`config.mk`:
```
export PLATFORM = sky130hd
export DESIGN_NAME = lcd_bus_writer
export DESIGN_NICKNAME = d
export VERILOG_FILES = /design/src/rtl/lcdw_pkg.sv /design/src/rtl/lcdw_strobe_gen.sv /design/src/rtl/lcdw_word_counter.sv /design/src/rtl/lcd_bus_writer.sv
export SDC_FILE = /design/constraint.sdc
export NUM_CORES = 1
export LEC_CHECK = 0
export BUFFER_PORTS_ARGS = -buffer_cell sky130_fd_sc_hd__buf_2
export CAP_MARGIN = 10
export CORE_ASPECT_RATIO = 1.5
export CORE_MARGIN = 2
export CORE_UTILIZATION = 40
export CTS_CLUSTER_DIAMETER = 120
export CTS_CLUSTER_SIZE = 8
export DETAILED_ROUTE_END_ITERATION = 8
export PLACE_DENSITY = 0.74
export SYNTH_ARGS = -nofsm -noshare
export SYNTH_HDL_FRONTEND = slang
export SYNTH_SLANG_ARGS = --single-unit
```
`constraint.sdc`:
```
create_clock -name clk -period 5.1 [get_ports clk]
set_input_delay 0.255 -clock clk [delete_from_list [all_inputs] [get_ports clk]]
set_output_delay 0.255 -clock clk [all_outputs]
set_load 0.02 [all_outputs]
```
`src/rtl/lcdw_pkg.sv`:
```
package lcdw_pkg;
    localparam int CMD_W  = 8;
    localparam int DATA_W = 16;

    typedef enum logic [1:0] {
        STB_IDLE,
        STB_LOW,
        STB_HIGH
    } stb_state_e;

    typedef struct packed {
        logic              dc;
        logic [DATA_W-1:0] word;
    } bus_word_t;

    function automatic logic [DATA_W-1:0] cmd_to_bus(input logic [CMD_W-1:0] c);
        return {{(DATA_W-CMD_W){1'b0}}, c};
    endfunction
endpackage

```
`src/rtl/lcdw_strobe_gen.sv`:
```
module lcdw_strobe_gen
    import lcdw_pkg::*;
#(
    parameter int LOW_CYC  = 2,
    parameter int HIGH_CYC = 2
) (
    input  logic clk,
    input  logic rst,
    input  logic fire_i,
    output logic wr_n_o,
    output logic done_o
);
    localparam int MAXC  = (LOW_CYC > HIGH_CYC) ? LOW_CYC : HIGH_CYC;
    localparam int CNT_W = $clog2(MAXC + 1);

    stb_state_e       st;
    logic [CNT_W-1:0] cnt;

    always_ff @(posedge clk) begin
        if (rst) begin
            st  <= STB_IDLE;
            cnt <= '0;
        end else begin
            case (st)
                STB_IDLE: if (fire_i) begin
                    st  <= STB_LOW;
                    cnt <= CNT_W'(LOW_CYC - 1);
                end
                STB_LOW: if (cnt == '0) begin
                    st  <= STB_HIGH;
                    cnt <= CNT_W'(HIGH_CYC - 1);
                end else begin
                    cnt <= cnt - 1'b1;
                end
                STB_HIGH: if (cnt == '0) begin
                    if (fire_i) begin
                        st  <= STB_LOW;
                        cnt <= CNT_W'(LOW_CYC - 1);
                    end else begin
                        st <= STB_IDLE;
                    end
                end else begin
                    cnt <= cnt - 1'b1;
                end
                default: st <= STB_IDLE;
            endcase
        end
    end

    assign wr_n_o = (st != STB_LOW);
    assign done_o = (st == STB_HIGH) && (cnt == '0);
endmodule

```
`src/rtl/lcdw_word_counter.sv`:
```
module lcdw_word_counter #(
    parameter int MAX_LEN = 76800,
    parameter int LEN_W   = $clog2(MAX_LEN + 1)
) (
    input  logic             clk,
    input  logic             rst,
    input  logic             load_i,
    input  logic [LEN_W-1:0] len_i,
    input  logic             dec_i,
    output logic [LEN_W-1:0] left_o,
    output logic             zero_o
);
    logic [LEN_W-1:0] left_q;

    always_ff @(posedge clk) begin
        if (rst) begin
            left_q <= '0;
        end else if (load_i) begin
            left_q <= (len_i > LEN_W'(MAX_LEN)) ? LEN_W'(MAX_LEN) : len_i;
        end else if (dec_i) begin
            left_q <= left_q - 1'b1;
        end
    end

    assign left_o = left_q;
    assign zero_o = (left_q == '0);
endmodule

```
`src/rtl/lcd_bus_writer.sv`:
```
module lcd_bus_writer
    import lcdw_pkg::*;
#(
    parameter int LOW_CYC  = 2,
    parameter int HIGH_CYC = 2,
    parameter int MAX_LEN  = 76800,
    parameter int LEN_W    = $clog2(MAX_LEN + 1)
) (
    input  logic              clk,
    input  logic              rst,
    input  logic [CMD_W-1:0]  cmd_i,
    input  logic [LEN_W-1:0]  len_i,
    input  logic [DATA_W-1:0] data_i,
    output logic              word_sent_o,
    output logic              word_last_o,
    output logic              busy_o,
    output logic              lcd_power_o,
    output logic              lcd_rst_n_o,
    output logic              lcd_cs_n_o,
    output logic              lcd_dc_o,
    output logic              lcd_wr_n_o,
    output logic              lcd_rd_n_o,
    output logic [DATA_W-1:0] lcd_data_o
);
    logic             busy_q, sent_q, last_q, pwr_q, prst_q;
    bus_word_t        bus_q;
    logic             stb_done, accept, next_word, fire;
    logic [LEN_W-1:0] left;
    logic             left_zero;

    assign accept    = !busy_q && (cmd_i != '0);
    assign next_word = busy_q && stb_done && !left_zero;
    assign fire      = accept || next_word;

    lcdw_strobe_gen #(.LOW_CYC(LOW_CYC), .HIGH_CYC(HIGH_CYC)) u_stb (
        .clk(clk), .rst(rst), .fire_i(fire), .wr_n_o(lcd_wr_n_o), .done_o(stb_done)
    );

    lcdw_word_counter #(.MAX_LEN(MAX_LEN), .LEN_W(LEN_W)) u_cnt (
        .clk(clk), .rst(rst), .load_i(accept), .len_i(len_i), .dec_i(next_word),
        .left_o(left), .zero_o(left_zero)
    );

    always_ff @(posedge clk) begin
        if (rst) begin
            busy_q <= 1'b0;
            sent_q <= 1'b0;
            last_q <= 1'b0;
            pwr_q  <= 1'b0;
            prst_q <= 1'b0;
            bus_q  <= '{dc: 1'b1, word: '0};
        end else begin
            pwr_q  <= 1'b1;
            prst_q <= 1'b1;
            sent_q <= 1'b0;
            last_q <= 1'b0;
            if (accept) begin
                busy_q <= 1'b1;
                bus_q  <= '{dc: 1'b0, word: cmd_to_bus(cmd_i)};
            end else if (next_word) begin
                bus_q  <= '{dc: 1'b1, word: data_i};
                sent_q <= 1'b1;
                last_q <= (left == LEN_W'(1));
            end else if (busy_q && stb_done) begin
                busy_q   <= 1'b0;
                bus_q.dc <= 1'b1;
            end
        end
    end

    assign word_sent_o = sent_q;
    assign word_last_o = last_q;
    assign busy_o      = busy_q;
    assign lcd_power_o = pwr_q;
    assign lcd_rst_n_o = prst_q;
    assign lcd_cs_n_o  = !busy_q;
    assign lcd_dc_o    = bus_q.dc;
    assign lcd_data_o  = bus_q.word;
    assign lcd_rd_n_o  = 1'b1;
endmodule

```
Yosys cells after proc, flatten, opt, wreduce, memory -nomap -nowiden
Cells that the tools add are included.
- flip-flop bits (word level): 42
- input bits: 43
- output and inout port bits: 25
- add/subtract/negate cells: 2
- order comparisons: 1
- eq/ne operators: 8
- muxes and demuxes: 21
- bitwise gates (word level): 1
- reduce and logical (&&, ||, !) cells: 19
- operator list (operator ; count):
    $mux W17 ; 4
    $eq A17 B1 Y1 const B ; 1
    $gt A17 B17 Y1 const B ; 1
    $logic_not A17 Y1 ; 1
    $sub A17 B1 Y17 const B ; 1
    $mux W16 ; 1
    $mux W2 ; 6
    $pmux W2 S3 ; 2
    $mux W1 ; 8
    $reduce_bool A8 Y1 ; 1
    $ne A2 B2 Y1 const B ; 3
    $reduce_bool A3 Y1 ; 2
    $logic_and A1 B1 Y1 ; 4
    $logic_not A2 Y1 ; 2
    $ne A2 B1 Y1 const B ; 2
    $reduce_bool A2 Y1 ; 2
    $reduce_and A3 Y1 ; 1
    $reduce_or A3 Y1 ; 1
    $eq A2 B1 Y1 const B ; 1
    $eq A2 B2 Y1 const B ; 1
    $logic_not A1 Y1 ; 2
    $reduce_and A2 Y1 ; 1
    $reduce_or A2 Y1 ; 1
    $sub A2 B1 Y2 const B ; 1
    other kinds (2) ; 2

Longest topological paths before layout
- depth after elaboration: 8
- gate-level depth with buffers: 10

By module
From an unflattened synthesis, not the netlist that was laid out.
- cells, all modules: 258
- area, all modules: 2306.0 sq um
- by module, submodules not included (module ; times used ; cells each ; area an instance (sq um) ; seq. area each (sq um)):
    lcdw_word_counter ; 1 ; 133 ; 1081.0 ; 340.3
    lcd_bus_writer ; 1 ; 91 ; 924.6 ; 420.4
    lcdw_strobe_gen ; 1 ; 34 ; 300.3 ; 80.1

Worst setup path after synthesis
Ideal clock, no wire load.
- path type: register -> register
- start: reg u_cnt.left_q[12], in the netlist u_cnt.left_o[12]
- end: reg u_cnt.left_q[13], in the netlist u_cnt.left_o[13]
- data arrival time: 2.232 ns
- required time: 4.974 ns
- setup slack: 2.741 ns
- stages on the path, launching flop included: 9
- buffers on the path: 3
- period minus slack after synthesis: 2.359 ns
- cells stage by stage: dfxtp_1 -> or4_4 -> or4_4 -> buf_6 -> o21a_1 -> buf_6 -> buf_6 -> o311ai_1 -> a21oi_1
- longest elaborated chain between the ends: 4
- RTL lines (what ; line ; text):
    start: declaration ; lcdw_word_counter.sv:13 ; logic [LEN_W-1:0] left_q;
    start signal: assignment ; lcdw_word_counter.sv:19 ; left_q <= (len_i > LEN_W'(MAX_LEN)) ? LEN_W'(MAX_LEN) : len_i;
    start signal: assignment ; lcdw_word_counter.sv:21 ; left_q <= left_q - 1'b1;
    branches (longest 4 deep; another with $sub A17 B1 Y17) ; - ;
Parallel ways; which one is timed is not known. The select of a mux whose other input is x is not followed.
A chain may end at the register's enable or synchronous reset.

Final worst setup path
- start: reg u_cnt.left_q[12], in the netlist u_cnt.left_o[12]
- end: reg u_stb.st[0]
- longest elaborated chain between the ends: 7
- RTL lines (what ; line ; text):
    $logic_not A17 Y1 * ; lcdw_word_counter.sv:26 ; assign zero_o = (left_q == '0);
    $logic_not A1 Y1 * ; lcd_bus_writer.sv:32 ; assign next_word = busy_q && stb_done && !left_zero;
    $logic_and A1 B1 Y1 * ; lcd_bus_writer.sv:32 ;
    $logic_or A1 B1 Y1 * ; lcd_bus_writer.sv:33 ; assign fire = accept || next_word;
    $mux W1 ; lcdw_strobe_gen.sv:36 ; if (fire_i) begin
    $mux W2 ; lcdw_strobe_gen.sv:35 ; STB_HIGH: if (cnt == '0) begin
    $pmux W2 S3 ; lcdw_strobe_gen.sv:24 ; case (st)
    end signal: assignment ; lcdw_strobe_gen.sv:26 ; st <= STB_LOW;
    end signal: assignment ; lcdw_strobe_gen.sv:37 ; st <= STB_LOW;
    end signal: assignment ; lcdw_strobe_gen.sv:40 ; st <= STB_IDLE;
    end: declaration ; lcdw_strobe_gen.sv:16 ; stb_state_e st;
Mark *: on every way between the ends. The rest lies on a longest branch, timed or not. The select of a mux whose other input is x is not followed.

==> results.md <==
- Cts repair resizes: 0
- Drt total wl: 6300 um
- WL/cell: 15.3 um
- RePlAce Congestion: roughly 0.92
- DR vias: 2394
- Post-route setup TNS: 0 ns
- Initial antenna violation count: 0
- IO Count: 68
- Fin Clk Skew: roughly 0.003 ns
- Die Y: 97.0 um
- Final Hold Fails: 0
- Final Setup Violations: 0
- R2r startpoint: u_cnt.left_o[12]$_SDFFE_PP0P_
- Mapped Area: about 0.0023 sq mm
- Share of cells above drive strength 1: 0.257
- Post-synthesis xor/xnor area fraction: 0.0190
- Async set or reset register ratio after synthesis: 0
- Mean post-synth cell area: ~8 sq um
- Diode count: 0
- Overflow after GRT: 0
- # DRC: 0
- Simple-gate portion of the synthesized area: 0.251
- DIE AREA: 0.00641 sq mm
- Clk_lat worst skew: approximately 0.30 ns
- Post-synth EDFFs: 0
- Synth cell types: 53
- RSZ-0062 raised after global routing: no
- Critical path class: reg2reg
- Worst Setup Start Kind: flop
- Postcts setup bufs: 0
- Total track usage: 0.206
- Rel. slew slack: 0.369
- CTS Buffer Depth: 2
- Hold Buf Count CTS: 0
- Period Utilization, post-route: 0.524
- ANT nets after route: 0
- Hold Path End: lcd_data_o[13]$_SDFFE_PP0N_
- Clock slew at reported path FFs: 0.08 ns
- Largest net degree at the start of global routing: 31
- Synth Area in Compound Gates: 0.223
- First-pass GRT wire length: 10600 um
- CTS tree: yes
- Adder-cell area share of the yosys netlist: 0.0434
- Register area share after synthesis: 0.364
- # H-tree levels: 2
- Total CTS buffers: 5
- CP endpoint kind: flop
- Pleak: 1.14 nW
- Nets: 393
- Fin. max-slew vios: 0
- Cell Rows: 33
- Yosys warning count: 0
- Die width: 66.0 um
- Worst r2r dst: u_stb.st[0]$_SDFFE_PP0P_
- Number of global-route vias before repair: between 2000 and 2500
- Vias/cell: 5.80
- Critical Path AT: 2.85 ns
- IO Port Bufs: 66
- Primary FF master, synth: dfxtp_1
- Max FO, Critical Path: 20
- Hold path cells: 3
- Critical hold path startpoint: data_i[13]
- Min Hold Slack: 0.187 ns
- Status: complete, no violations
- Worst Tran Pin Value: between 0.9 and 1 ns
- Internal reg-to-reg setup slack: 2.43 ns
- Mux cell area share after synthesis: 0.0282
- Synthesized flop and latch total: between 40 and 50
- # Max-Cap Violations: 0
- Syn_nets: about 330
- Worst hold path class: in2reg
- Root Driver: clkbuf_8
- Highest clock rate: around 370 MHz
- Dpl cells: just over 400
- Initial core utilization: 0.417
- Iter 0 DRT Violations: 84
- Drt pass-1 iters: 4
- Critical path required time: 5.28 ns
- Cells after synthesis: 283
- Largest family of logic cells by synthesized area: simple AND/OR/NAND/NOR gates
- Pwr dens: between 300 and 400 mW/mm^2
- Core region area: 0.00553 sq mm
- Worst reg2reg path depth: 6
- Peak supply drop: 0.148 mV
- P&R area growth vs syn: 19.1%
- Dpl hpwl: between 4000 and 5000 um
- CTS sink cnt: 42
- Post-Layout Cell Count: between 400 and 500
- Final min period: 2.67 ns
## cells in the mapped netlist (4+ instances only)
library cell	number	area, sq um
mux2i_1	5	50.1
dfxtp_1	42	841
ha_1	8	100
a211oi_1	4	30.0
nor3_1	24	120
nand2_1	27	101
clkbuf_1	7	26.3
nor4_1	7	43.8
a221oi_1	9	78.8
nand4_1	6	37.5
buf_2	4	20.0
o21ai_0	7	35.0
and3_1	4	25.0
xor2_1	4	35.0
a31oi_1	8	50.1
nor2_1	27	101
inv_1	14	52.6
a21oi_1	22	110
## through the flow
step	setup slack [ns]	utilization	instance area, sq um	total power, mW
5_1_grt	2.23	0.497	2750	0.979
6_report	2.43	0.497	2750	0.922
3_3_place_gp	2.50	0.480	2650	0.686
4_1_cts	2.40	0.497	2750	0.926
2_1_floorplan	2.74	-	2310	0.611
3_5_place_dp	2.44	0.480	2650	0.693
## worst max-delay path by stage
stage / cells past startpoint / endpoint / startpoint / slack (ns)
floorplan: 8 / u_cnt.left_o[13]$_SDFFE_PP0P_ / u_cnt.left_o[12]$_SDFFE_PP0P_ / 2.74
global placement: 6 / u_stb.st[0]$_SDFFE_PP0P_ / u_cnt.left_o[12]$_SDFFE_PP0P_ / 2.50
detailed placement: 6 / u_stb.st[0]$_SDFFE_PP0P_ / u_cnt.left_o[12]$_SDFFE_PP0P_ / 2.44
CTS: 6 / u_stb.st[0]$_SDFFE_PP0P_ / u_cnt.left_o[12]$_SDFFE_PP0P_ / 2.40
global route: 6 / u_stb.st[0]$_SDFFE_PP0P_ / u_cnt.left_o[8]$_SDFFE_PP0P_ / 2.23
finish: 6 / u_stb.st[0]$_SDFFE_PP0P_ / u_cnt.left_o[12]$_SDFFE_PP0P_ / 2.43
## power breakdown
group	internal [mW]	total [mW]	switching, mW
clock	0.112	0.232	0.120
combinational	0.115	0.293	0.178
sequential	0.361	0.396	0.0354
total	0.588	0.922	0.333
## routing by layer
layer,GRT usage,up-vias,share of wire
met4,0.0738,0,0.015
met3,0.0349,8,0.053
met5,0,-,0
met1,0.235,1127,0.40
met2,0.373,94,0.53
li1,-,1165,-
## cell usage in the layout (no fill, tap or decap), types with 3 or more instances in the layout
| cell type | n |
|---|---|
| inv_1 | 14 |
| nor2_1 | 27 |
| a211oi_2 | 3 |
| nor4_1 | 7 |
| and3_1 | 4 |
| o21ai_0 | 7 |
| a21oi_1 | 22 |
| a31oi_1 | 8 |
| buf_2 | 66 |
| nor3_1 | 24 |
| nand3_1 | 3 |
| nand4_1 | 6 |
| ha_1 | 8 |
| nor3b_1 | 3 |
| a221oi_1 | 9 |
| a211oi_1 | 4 |
| xor2_1 | 4 |
| mux2i_1 | 5 |
| clkbuf_8 | 6 |
| dfxtp_1 | 42 |
| buf_4 | 4 |
| or3_1 | 3 |
| nand2_1 | 27 |
## critical path, stage by stage, from the launching register on
cell       delay (ns)
dfxtp_1          0.37
or4_4            0.57
or4_4            0.55
o21ai_2          0.30
buf_4            0.31
a21oi_1          0.09
a2111oi_0        0.36
## registers in the layout, summed over array words and instances, names as in the netlist
name	flops
u_cnt.left_o	17
u_stb.cnt	2
lcd_dc_o	1
u_stb.st	2
busy_o	1
word_last_o	1
word_sent_o	1
lcd_data_o	16
lcd_rst_n_o	1
## kinds of logic (layout without fill, tap and decap cells)
| logic type | count (synthesis) | after routing |
|---|---|---|
| adders and majority gates | 8 | 8 |
| other | 1 | 1 |
| DFF | 42 | 42 |
| buffers and inverters | 33 | 93 |
| muxes | 6 | 6 |
| xor gates and xnor gates | 5 | 5 |
| and+or+nand+nor | 115 | 115 |
| AOI/OAI and AO/OA | 73 | 73 |
## final cells by class
| cell class | instances | area, sq um |
|---|---|---|
| sequential | 42 | 841 |
| fill | 579 | 2780 |
| multi-input combinational | 208 | 1310 |
| clock inverter | 1 | 8.76 |
| inverter | 15 | 56.3 |
| timing repair buffer | 70 | 360 |
| tap | 70 | 87.6 |
| clock buffer | 7 | 86.3 |
Note: power is estimated with default switching activity, not from simulation.
